$ cat config.mk
export PLATFORM = sky130hd
export DESIGN_NAME = seg_builder
export DESIGN_NICKNAME = d
export VERILOG_FILES = /design/src/rtl/segb_pkg.sv /design/src/rtl/segb_classifier.sv /design/src/rtl/segb_store.sv /design/src/rtl/segb_pick.sv /design/src/rtl/segb_walker.sv /design/src/rtl/seg_builder.sv
export SDC_FILE = /design/constraint.sdc
export NUM_CORES = 1
export LEC_CHECK = 0
export BUFFER_PORTS_ARGS = -buffer_cell sky130_fd_sc_hd__buf_2
export CORE_MARGIN = 2
export CORE_UTILIZATION = 35
export DETAILED_ROUTE_END_ITERATION = 7
export HOLD_SLACK_MARGIN = 0.03
export RECOVER_POWER = 50
export SLEW_MARGIN = 40
export SYNTH_ARGS = -nofsm -noshare
export SYNTH_HDL_FRONTEND = slang
export SYNTH_SLANG_ARGS = --single-unit
$ cat constraint.sdc
create_clock -name clk -period 12.4 [get_ports clk]
set_input_delay 0.62 -clock clk [delete_from_list [all_inputs] [get_ports clk]]
set_output_delay 0.62 -clock clk [all_outputs]
set_load 0.01 [all_outputs]
$ cat src/rtl/segb_pkg.sv
package segb_pkg;
  typedef enum logic [2:0] {
    W_IDLE, W_LOAD, W_SEEK, W_EXT_REQ, W_EXT_ACC, W_DECIDE, W_EMIT, W_END
  } walk_state_e;
endpackage

$ cat src/rtl/segb_classifier.sv
module segb_classifier #(
  parameter int UNIT_LEN = 32,
  parameter int NUNITS   = 64,
  parameter int CW       = 6,
  parameter int UW       = 6
) (
  input  logic          clk,
  input  logic          rst,
  input  logic          clear,
  input  logic          map_valid,
  input  logic          map_bit,
  input  logic [CW-1:0] thresh,
  output logic          wr_en,
  output logic [UW-1:0] wr_addr,
  output logic [CW-1:0] wr_cnt,
  output logic          wr_ok,
  output logic          load_done
);
  localparam int PW = (UNIT_LEN > 1) ? $clog2(UNIT_LEN) : 1;

  logic          active;
  logic [PW-1:0] pos;
  logic [UW-1:0] unit;
  logic [CW-1:0] acc;
  logic [CW-1:0] acc_nx;

  assign acc_nx = acc + CW'(map_bit);

  always_ff @(posedge clk) begin
    wr_en     <= 1'b0;
    load_done <= 1'b0;
    if (rst) begin
      active  <= 1'b0;
      pos     <= '0;
      unit    <= '0;
      acc     <= '0;
      wr_addr <= '0;
      wr_cnt  <= '0;
      wr_ok   <= 1'b0;
    end else if (clear) begin
      active <= 1'b1;
      pos    <= '0;
      unit   <= '0;
      acc    <= '0;
    end else if (active && map_valid) begin
      if (pos == PW'(UNIT_LEN - 1)) begin
        wr_en   <= 1'b1;
        wr_addr <= unit;
        wr_cnt  <= acc_nx;
        wr_ok   <= (acc_nx <= thresh);
        pos     <= '0;
        acc     <= '0;
        unit    <= unit + UW'(1);
        if (unit == UW'(NUNITS - 1)) begin
          active    <= 1'b0;
          load_done <= 1'b1;
        end
      end else begin
        pos <= pos + PW'(1);
        acc <= acc_nx;
      end
    end
  end
endmodule

$ cat src/rtl/segb_store.sv
module segb_store #(
  parameter int NUNITS = 64,
  parameter int CW     = 6,
  parameter int UW     = 6
) (
  input  logic              clk,
  input  logic              rst,
  input  logic              wr_en,
  input  logic [UW-1:0]     wr_addr,
  input  logic [CW-1:0]     wr_cnt,
  input  logic              wr_ok,
  input  logic [UW-1:0]     rd_addr,
  output logic [CW-1:0]     rd_cnt,
  output logic [NUNITS-1:0] usable
);
  logic [CW-1:0] mem [NUNITS];

  always_ff @(posedge clk) begin
    if (wr_en) mem[wr_addr] <= wr_cnt;
    rd_cnt <= mem[rd_addr];
  end

  always_ff @(posedge clk) begin
    if (rst) usable <= '0;
    else if (wr_en) usable[wr_addr] <= wr_ok;
  end
endmodule

$ cat src/rtl/segb_pick.sv
module segb_pick #(
  parameter int NCODE = 8,
  parameter int STR_W = 8,
  parameter int RED_W = 8,
  parameter int IW    = 3,
  parameter int RQW   = 13
) (
  input  logic [NCODE*STR_W-1:0] code_str,
  input  logic [NCODE*RED_W-1:0] code_red,
  input  logic [RQW-1:0]         req,
  output logic                   hit,
  output logic [IW-1:0]          idx,
  output logic [RQW-1:0]         sel_str,
  output logic [RED_W-1:0]       sel_red
);
  always_comb begin
    hit     = 1'b0;
    idx     = '0;
    sel_str = '0;
    sel_red = '0;
    for (int i = NCODE - 1; i >= 0; i--) begin
      if (RQW'(code_str[i*STR_W +: STR_W]) >= req) begin
        hit     = 1'b1;
        idx     = IW'(i);
        sel_str = RQW'(code_str[i*STR_W +: STR_W]);
        sel_red = code_red[i*RED_W +: RED_W];
      end
    end
  end
endmodule

$ cat src/rtl/segb_walker.sv
module segb_walker import segb_pkg::*; #(
  parameter int UNIT_LEN = 32,
  parameter int NUNITS   = 64,
  parameter int BLK      = 512,
  parameter int RED_W    = 8,
  parameter int UW       = 6,
  parameter int NW       = 7,
  parameter int CW       = 6,
  parameter int DW       = 12,
  parameter int AW       = 14,
  parameter int RQW      = 13,
  parameter int IW       = 3
) (
  input  logic              clk,
  input  logic              rst,
  input  logic              go,
  input  logic              load_done,
  input  logic [NUNITS-1:0] usable,
  input  logic [CW-1:0]     rd_cnt,
  input  logic              pick_hit,
  input  logic [IW-1:0]     pick_idx,
  input  logic [RQW-1:0]    pick_str,
  input  logic [RED_W-1:0]  pick_red,
  input  logic [RQW-1:0]    margin_ext,
  output logic [UW-1:0]     rd_addr,
  output logic [RQW-1:0]    req,
  output logic              busy,
  output logic              done,
  output logic              bm_valid,
  output logic              bm_bit,
  output logic              bm_last,
  output logic [UW-1:0]     seg_start,
  output logic [NW-1:0]     seg_units,
  output logic [IW-1:0]     seg_code
);
  walk_state_e    st;
  logic [NW-1:0]  cur, s, e, b;
  logic [AW-1:0]  cells, need;
  logic [DW-1:0]  defs;
  logic [RQW-1:0] tsel;
  logic [IW-1:0]  cidx;
  logic [AW-1:0]  cells_nx, need_pick;
  logic [DW-1:0]  defs_nx;
  logic           e_out, cur_out;

  assign cells_nx  = cells + AW'(UNIT_LEN);
  assign defs_nx   = defs + DW'(rd_cnt);
  assign need_pick = AW'(BLK) + AW'(pick_red);
  assign e_out     = (e >= NW'(NUNITS));
  assign cur_out   = (cur >= NW'(NUNITS));
  assign rd_addr   = e[UW-1:0];
  assign req       = RQW'(defs) + margin_ext;
  assign busy      = (st != W_IDLE);

  always_ff @(posedge clk) begin
    done     <= 1'b0;
    bm_valid <= 1'b0;
    bm_last  <= 1'b0;
    if (rst) begin
      st        <= W_IDLE;
      cur       <= '0;
      s         <= '0;
      e         <= '0;
      b         <= '0;
      cells     <= '0;
      need      <= '0;
      defs      <= '0;
      tsel      <= '0;
      cidx      <= '0;
      bm_bit    <= 1'b0;
      seg_start <= '0;
      seg_units <= '0;
      seg_code  <= '0;
    end else begin
      case (st)
        W_IDLE: if (go) st <= W_LOAD;
        W_LOAD: if (load_done) begin
          cur <= '0;
          st  <= W_SEEK;
        end
        W_SEEK: begin
          if (cur_out) st <= W_END;
          else if (usable[cur[UW-1:0]]) begin
            s     <= cur;
            e     <= cur;
            cells <= '0;
            defs  <= '0;
            tsel  <= '0;
            cidx  <= '0;
            need  <= AW'(BLK);
            st    <= W_EXT_REQ;
          end else cur <= cur + NW'(1);
        end
        W_EXT_REQ: begin
          if (e_out) st <= W_END;
          else if (usable[e[UW-1:0]]) st <= W_EXT_ACC;
          else e <= e + NW'(1);
        end
        W_EXT_ACC: begin
          cells <= cells_nx;
          defs  <= defs_nx;
          if (cells_nx >= need) st <= W_DECIDE;
          else begin
            e  <= e + NW'(1);
            st <= W_EXT_REQ;
          end
        end
        W_DECIDE: begin
          if (req <= tsel) begin
            seg_start <= s[UW-1:0];
            seg_units <= e - s + NW'(1);
            seg_code  <= cidx;
            b         <= s;
            st        <= W_EMIT;
          end else if (pick_hit) begin
            tsel <= pick_str;
            cidx <= pick_idx;
            need <= need_pick;
            if (cells < need_pick) begin
              e  <= e + NW'(1);
              st <= W_EXT_REQ;
            end
          end else begin
            cur <= s + NW'(1);
            st  <= W_SEEK;
          end
        end
        W_EMIT: begin
          bm_valid <= 1'b1;
          bm_bit   <= usable[b[UW-1:0]];
          bm_last  <= (b == e);
          if (b == e) begin
            cur <= e + NW'(1);
            st  <= W_SEEK;
          end else b <= b + NW'(1);
        end
        W_END: begin
          done <= 1'b1;
          st   <= W_IDLE;
        end
        default: st <= W_IDLE;
      endcase
    end
  end
endmodule

$ cat src/rtl/seg_builder.sv
module seg_builder import segb_pkg::*; #(
  parameter int UNIT_LEN = 32,
  parameter int NUNITS   = 64,
  parameter int BLK      = 512,
  parameter int NCODE    = 8,
  parameter int STR_W    = 8,
  parameter int RED_W    = 8,
  localparam int UW  = $clog2(NUNITS),
  localparam int NW  = $clog2(NUNITS + 1),
  localparam int CW  = $clog2(UNIT_LEN + 1),
  localparam int IW  = $clog2(NCODE),
  localparam int DW  = $clog2(NUNITS * UNIT_LEN + 1),
  localparam int AW  = $clog2(NUNITS * UNIT_LEN + BLK + (1 << RED_W)) + 1,
  localparam int RQW = ((DW > STR_W) ? DW : STR_W) + 1
) (
  input  logic                   clk,
  input  logic                   rst,
  input  logic                   start,
  input  logic [CW-1:0]          thresh,
  input  logic [STR_W-1:0]       margin,
  input  logic [NCODE*STR_W-1:0] code_str,
  input  logic [NCODE*RED_W-1:0] code_red,
  input  logic                   map_valid,
  input  logic                   map_bit,
  output logic                   busy,
  output logic                   done,
  output logic [UW-1:0]          seg_start,
  output logic [NW-1:0]          seg_units,
  output logic [IW-1:0]          seg_code,
  output logic                   bm_valid,
  output logic                   bm_bit,
  output logic                   bm_last
);
  logic                   go;
  logic [CW-1:0]          thresh_q;
  logic [STR_W-1:0]       margin_q;
  logic [NCODE*STR_W-1:0] str_q;
  logic [NCODE*RED_W-1:0] red_q;

  logic              wr_en, wr_ok, load_done;
  logic [UW-1:0]     wr_addr, rd_addr;
  logic [CW-1:0]     wr_cnt, rd_cnt;
  logic [NUNITS-1:0] usable;
  logic [RQW-1:0]    req, pick_str;
  logic              pick_hit;
  logic [IW-1:0]     pick_idx;
  logic [RED_W-1:0]  pick_red;

  assign go = start & ~busy;

  always_ff @(posedge clk) begin
    if (rst) begin
      thresh_q <= '0;
      margin_q <= '0;
      str_q    <= '0;
      red_q    <= '0;
    end else if (go) begin
      thresh_q <= thresh;
      margin_q <= margin;
      str_q    <= code_str;
      red_q    <= code_red;
    end
  end

  segb_classifier #(.UNIT_LEN(UNIT_LEN), .NUNITS(NUNITS), .CW(CW), .UW(UW)) i_class (
    .clk(clk), .rst(rst), .clear(go), .map_valid(map_valid), .map_bit(map_bit),
    .thresh(thresh_q), .wr_en(wr_en), .wr_addr(wr_addr), .wr_cnt(wr_cnt),
    .wr_ok(wr_ok), .load_done(load_done)
  );

  segb_store #(.NUNITS(NUNITS), .CW(CW), .UW(UW)) i_store (
    .clk(clk), .rst(rst), .wr_en(wr_en), .wr_addr(wr_addr), .wr_cnt(wr_cnt),
    .wr_ok(wr_ok), .rd_addr(rd_addr), .rd_cnt(rd_cnt), .usable(usable)
  );

  segb_pick #(.NCODE(NCODE), .STR_W(STR_W), .RED_W(RED_W), .IW(IW), .RQW(RQW)) i_pick (
    .code_str(str_q), .code_red(red_q), .req(req), .hit(pick_hit),
    .idx(pick_idx), .sel_str(pick_str), .sel_red(pick_red)
  );

  segb_walker #(
    .UNIT_LEN(UNIT_LEN), .NUNITS(NUNITS), .BLK(BLK), .RED_W(RED_W), .UW(UW),
    .NW(NW), .CW(CW), .DW(DW), .AW(AW), .RQW(RQW), .IW(IW)
  ) i_walk (
    .clk(clk), .rst(rst), .go(go), .load_done(load_done), .usable(usable),
    .rd_cnt(rd_cnt), .pick_hit(pick_hit), .pick_idx(pick_idx),
    .pick_str(pick_str), .pick_red(pick_red), .margin_ext(RQW'(margin_q)),
    .rd_addr(rd_addr), .req(req), .busy(busy), .done(done),
    .bm_valid(bm_valid), .bm_bit(bm_bit), .bm_last(bm_last),
    .seg_start(seg_start), .seg_units(seg_units), .seg_code(seg_code)
  );
endmodule

== Word level (Yosys, flattened, before mapping) ==
Memory sizes are Yosys's and may differ from the RTL's. A register that Yosys moved wholly into a read port is not among the register bits.
Index checks and enable logic that the tools add are counted.

* Flip-flop bits (word level): 344
* Latch bits: 0
* RAM bits: 384
* Bits in read-only memories: 0
* Input port bits: 147
* Output and inout bits: 21
* Memories kept: 1

* Add/sub/neg operators: 13
* Multipliers: 0
* Divide/modulo/power cells: 0
* $lt $le $gt $ge: 19
* Eq/ne operators: 28
* Shifts and indexed selects: 0
* Multiplexer cells: 103
* Bitwise gates (word level): 7
* Reduce and logical (&&, ||, !) cells: 27

{| class="wikitable"
|+ Memories
! memory !! depth !! bits a word !! rd ports !! clocked after memory_dff !! write ports !! line !! RTL
|-
| i_store.mem || 64 || 6 || 1 || 1 || 1 || segb_store.sv:16 || <nowiki>logic [CW-1:0] mem [NUNITS];</nowiki>
|}

{| class="wikitable"
|+ Operator list
! operator !! count
|-
| $mux W8 || 16
|-
| $mux W7 || 16
|-
| $ge A8 B13 Y1 || 8
|-
| $mux W13 || 8
|-
| $pmux W13 S2 || 3
|-
| $mux W3 || 23
|-
| $bwmux W64 || 1
|-
| $pmux W7 S4 || 2
|-
| $add A7 B1 Y7 const B || 5
|-
| $lt A6 B7 Y1 const B || 4
|-
| $mux W12 || 2
|-
| $pmux W12 S2 || 1
|-
| $pmux W3 S8 || 1
|-
| $mux W1 || 22
|-
| $ne A2 B2 Y1 const B || 11
|-
| $bmux W1 S6 || 3
|-
| $reduce_and A3 Y1 || 5
|-
| $ge A7 B7 Y1 const B || 2
|-
| $pmux W7 S2 || 1
|-
| $add A12 B8 Y13 || 1
|-
| $add A13 B6 Y13 const B || 1
|-
| $ge A13 B13 Y1 || 1
|-
| $le A13 B13 Y1 || 1
|-
| $lt A13 B13 Y1 || 1
|-
| 36 further kinds || 58
|}

== Depth between registers and ports, before layout ==
* Depth in word-level cells: 16
* Gate-level depth with buffers: 32
* Gate-level depth less buffers: 30

== Modules after synthesis ==
From an unflattened synthesis, not the netlist that was laid out.

* Cells, all modules: 3156
* Area total of the unflattened synthesis: 37003.0 um2

{| class="wikitable"
|+ By module, submodules not included
! module !! times used !! cells each !! area each (um2) !! seq. area each (um2)
|-
| segb_store || 1 || 1026 || 17709.5 || 12932.4
|-
| segb_walker || 1 || 887 || 7860.0 || 1921.8
|-
| seg_builder || 1 || 647 || 6770.2 || 2842.7
|-
| segb_pick || 1 || 413 || 3116.7 || 0.0
|-
| segb_classifier || 1 || 183 || 1546.5 || 660.6
|}

== Worst setup path before layout ==
OpenSTA, ideal clock, no wires.

* Path kind: register to register
* From: register i_walk.defs[4]
* To: register i_walk.e[2]
* Library setup time: 0.117 ns
* Arrival: 5.956 ns
* Required time: 12.283 ns
* Setup slack: 6.326 ns
* Stages on the path, launching flop included: 31
* Path buffers: 3
* Clock period less this slack: 6.074 ns
* Cell sequence: dfxtp_1 -> ha_1 -> a21oi_1 -> nand2_1 -> o21a_1 -> buf_6 -> buf_6 -> o21ai_0 -> nand2b_1 -> xor2_1 -> inv_1 -> ha_1 -> o311ai_0 -> o311ai_1 -> and4_1 -> buf_2 -> a221oi_1 -> o311ai_0 -> o21ai_0 -> o21a_1 -> ha_1 -> a21o_1 -> a211o_1 -> a2111oi_0 -> and2_1 -> o21ai_0 -> nand2_1 -> nand3b_2 -> inv_1 -> o211ai_1 -> a32o_1

* Word-level cells in the longest chain between the ends: 14
* Elaborated cells between the ends (all ways): 32

{| class="wikitable"
|+ Ends and longest elaborated chain
! item !! line !! RTL
|-
| from (decl) || segb_walker.sv:39 || <nowiki>logic [DW-1:0] defs;</nowiki>
|-
| from (signal assigned) || segb_walker.sv:101 || <nowiki>defs <= defs_nx;</nowiki>
|-
| $add A12 B8 Y13 (*) || segb_walker.sv:52 || <nowiki>assign req = RQW'(defs) + margin_ext;</nowiki>
|-
| $ge A8 B13 Y1 || segb_pick.sv:22 || <nowiki>if (RQW'(code_str[i*STR_W +: STR_W]) >= req) begin</nowiki>
|-
| $mux W8 (8 in series) || segb_pick.sv:22 ||
|-
| $add A10 B8 Y11 || segb_walker.sv:48 || <nowiki>assign need_pick = AW'(BLK) + AW'(pick_red);</nowiki>
|-
| $lt A13 B13 Y1 || segb_walker.sv:119 || <nowiki>if (cells < need_pick) begin</nowiki>
|-
| $ne A2 B1 Y1 (no source line) || n/a ||
|-
| $reduce_and A9 Y1 (no source line) (*) || n/a ||
|-
| to (signal assigned) || segb_walker.sv:85 || <nowiki>e <= cur;</nowiki>
|-
| to (signal assigned) || segb_walker.sv:104 || <nowiki>e <= e + NW'(1);</nowiki>
|-
| to (signal assigned) || segb_walker.sv:120 || <nowiki>e <= e + NW'(1);</nowiki>
|-
| to (decl) || segb_walker.sv:37 || <nowiki>logic [NW-1:0] cur, s, e, b;</nowiki>
|}

Every way passes the cells marked *; elsewhere a longest branch is shown, timed or not.
A chain may end at the register's enable or synchronous reset.

== Final worst setup path ==
* From: register i_walk.defs[3]
* To: register i_walk.e[2]

Same word-level chain as after synthesis.

==> flow_metrics.py <==
metrics = {
    "status": {
        "status": "finished with violations",
        "violations": "max-capacitance violations, max-slew violations",
    },
    "cells_and_area": {
        "fin_cells": 4294,
        "nFillCells": 9134,
        "multi_input_area_um2": 14180,
        "final-seq-area_um2": 18270,
        "drive_above_1_share_pct": 17.74,
        "syn2layout_area_growth_pct": 12.63,
        "nNetsFinal": 3218,
    },
    "yosys": {
        "synthCells": 2879,
        "synth-seq-area-share_pct": 54.41,
        "synth-edff-count": 384,
        "yosys_warnings": 0,
        "ys_seq_elements": 720,
        "synth_area_leaders": "edfxtp_1 (34%), dfxtp_1 (20%), mux4_2 (13%)",
        "synth_flop_cell": "edfxtp_1",
        "ys_types": 101,
        "synth_area_um2": 33550,
        "yosys.area.top_type_share_pct": 34.36,
        "syn_area_per_cell_um2": 11.65,
        "synth_area_leader_cell": "edfxtp_1",
        "async_reset_ff_share_pct": 0,
        "synth.net_count": 3132,
    },
    "pwr": {
        "pwr-share-clk_pct": 27.9,
        "p_seq_share_pct": 35.7,
        "switchingPower_mw": 2.999,
        "p_int_mw": 4.885,
        "leakage_nw": 11.52,
        "ir_worst_vdd_mv": 0.1461,
        "p_total_mw": 7.884,
        "powerDensity_nw_per_um2": 208.6,
        "swShare_pct": 38.04,
        "pwr-share-comb_pct": 36.4,
    },
    "drt": {
        "drtIter0Drc": 1984,
        "wirelength_mm": 89.97,
        "postRouteAntennaNets": 0,
        "post-route-drc-count": 0,
        "routedWlPerCell_um": 20.95,
        "routed_via_density": 5.442,
        "vias": 23370,
        "first_pass_iters": 5,
    },
    "cts": {
        "cts_resized": 0,
        "cts_buffers": 76,
        "path_clk_slew_ns": 0.07,
        "cts_hold_buf": 0,
        "clock_sinks": 720,
        "cts-htree-levels": 3,
        "cts_tree": "yes",
        "cts_buffer_depth": 3,
        "cts_setup_buffers": 0,
        "root_buffer": "clkbuf_16",
        "clk_latency_ns": 0.64,
    },
    "floorplan": {
        "rows": 113,
        "initial_core_util_pct": 35.32,
        "coreArea_um2": 95010,
        "ioPinCount": 168,
        "fp.dieW_um": 313.6,
        "die_area_um2": 98360,
        "die_y_um": 313.6,
    },
    "sta": {
        "hold_viol": 0,
        "min_period_over_period_pct": 62.94,
        "maxSlewHeadroom_pct": -104.5,
        "tightest_slew_ns": 3.067,
        "skew_ns": 0.02114,
        "drv_slew": 396,
        "period_needed_ns": 7.805,
        "setup_viol_count_final": 0,
        "fin_hold_ws_ns": 0.2225,
        "rsz0062_at_grt": "no",
        "fin_setup_tns_ns": 0,
        "max_clock_freq_mhz": 128.1,
    },
    "hold_path": {
        "worstHoldPathType": "in -> reg",
    },
    "run": {
        "cap_viol_max_count": 7,
    },
    "place": {
        "gp_congestion": 0.9168,
        "dpl.hpwl_mm": 61.11,
        "placed_cells": 4152,
        "place.port_buffers": 167,
    },
    "grt": {
        "antenna_found_initial": 2,
        "grt-ovfl-total": 0,
        "grt_max_degree": 91,
        "grt_pass1_wl_mm": 137.9,
        "grt_use_total_pct": 18.01,
        "grt_pass1_vias": 22673,
    },
    "worst_setup_path": {
        "crit_fanout": 19,
        "end_kind": "register",
        "worstPathRequired_ns": 12.93,
        "r2r_slack_ns": 4.59,
        "start_kind": "register",
        "criticalPathCategory": "reg -> reg",
        "cp.arrival_ns": 8.33,
    },
}
-- cell type report --
cell class / instances / share of cell area, %
multi-input combinational: 1895 / 37.53
tap: 1265 / 4.188
inverter: 67 / 0.6654
timing repair buffer: 205 / 2.917
antenna: 2 / 0.01324
sequential: 720 / 48.35
clock inverter: 47 / 1.056
clock buffer: 93 / 5.280
-- Yosys cell counts, types with 8 or more instances --
cell type	number
nand3_1	35
a22oi_1	23
o21a_1	11
nand3b_1	8
a21oi_1	294
a221oi_1	16
a21o_1	21
buf_2	12
clkbuf_1	153
a22o_1	10
nor2_1	222
and3_1	18
mux4_2	189
nor3_1	41
dfxtp_1	336
inv_1	67
xnor2_1	28
edfxtp_1	384
o211ai_1	10
mux2i_1	28
nand2b_1	18
nand4_1	18
o21ai_0	128
buf_1	14
nor2b_1	8
xor2_1	25
nand2_1	448
a31oi_1	14
o22ai_1	10
a211oi_1	14
ha_1	103
-- routing by layer --
metal / share of wire (%) / global-route usage, % / vias up
met1: 43 / 24.04 / 11550
met3: 6.0 / 3.529 / 182
met4: 3.3 / 6.100 / 0
met5: 0 / 0 / -
li1: - / - / 10905
met2: 47 / 29.34 / 733
-- placed cells by master, fill, tap and decap left out, types with 16 or more instances in the layout --
| cell type | count |
|---|---|
| a21o_1 | 21 |
| a21oi_1 | 292 |
| a221oi_1 | 16 |
| a22oi_1 | 23 |
| and3_1 | 18 |
| buf_2 | 146 |
| buf_4 | 23 |
| clkbuf_1 | 42 |
| clkbuf_16 | 76 |
| clkinv_1 | 16 |
| dfxtp_1 | 328 |
| edfxtp_1 | 384 |
| ha_1 | 103 |
| inv_1 | 67 |
| mux2i_1 | 28 |
| mux4_2 | 189 |
| nand2_1 | 448 |
| nand2b_1 | 18 |
| nand3_1 | 35 |
| nand4_1 | 18 |
| nor2_1 | 221 |
| nor3_1 | 41 |
| o21ai_0 | 128 |
| xnor2_1 | 28 |
| xor2_1 | 25 |
-- power by group through the flow --
| stage | Combinational [mW] | Sequential (mW) | Clock [mW] |
|---|---|---|---|
| global route | 3.14 | 2.83 | 2.34 |
| detailed placement | 2.81 | 2.86 | 0 |
| CTS | 2.82 | 2.81 | 2.24 |
| floorplan | 2.18 | 2.73 | 0 |
| global placement | 2.78 | 2.86 | 0 |
| finish | 2.87 | 2.81 | 2.20 |
-- worst max-delay path, cell delays in order (launching register included) --
cell	delay, ns
dfxtp_1	0.33
ha_1	0.39
nand3_1	0.10
nor2_1	0.23
o21a_1	0.65
o21ai_0	0.16
nand2b_1	0.11
xor2_1	0.19
inv_1	0.24
ha_1	0.37
o311ai_0	0.12
o311ai_1	0.69
and4_1	0.57
a221oi_1	0.16
o311ai_0	0.64
a21oi_1	0.21
ha_1	0.34
a21o_1	0.16
a211o_1	0.29
a2111oi_0	0.55
and2_1	0.20
o21ai_0	0.07
nand2_1	0.10
nand3b_2	0.18
inv_1	0.23
o211ai_1	0.12
a32o_1	0.28
-- cell families after synthesis --
family	Yosys count	synth area share [%]
adders and majority gates	106	4.020
AOI/OAI and AO/OA	650	12.05
muxes	218	13.55
buffers and inverters	264	3.397
and+or+nand+nor	868	11.19
DFF	720	54.41
xor gates and xnor gates	53	1.383
-- through the flow --
step | utilization [%] | instance area [um^2] | setup slack [ns]
after floorplan | - | 33550 | 6.326
after global placement | 37.28 | 35420 | 4.881
after detailed placement | 37.31 | 35440 | 4.777
after CTS | 39.83 | 37840 | 4.757
after global routing | 39.77 | 37790 | 3.906
final | 39.78 | 37790 | 4.595
-- final timing paths --
path,startpoint,to,depth (start not counted)
worst max-delay path,i_walk.defs[3],i_walk.e[2],26
worst min-delay path,code_red[60],red_q[60],3
worst max register to register,i_walk.defs[3],i_walk.e[2],26
worst min register to register,i_walk.cidx[1],i_walk.cidx[1],2
-- flip-flops by register name, summed over array words and instances (netlist names), 7 cells and up --
| name | flops |
|---|---|
| i_store.mem | 384 |
| i_store.usable | 64 |
| i_walk.b | 7 |
| i_walk.cells | 8 |
| i_walk.cur | 7 |
| i_walk.defs | 12 |
| i_walk.e | 7 |
| i_walk.need | 9 |
| i_walk.s | 7 |
| i_walk.seg_units | 7 |
| i_walk.tsel | 8 |
| margin_q | 8 |
| red_q | 64 |
| str_q | 64 |
(Power assumes the default switching activity.)
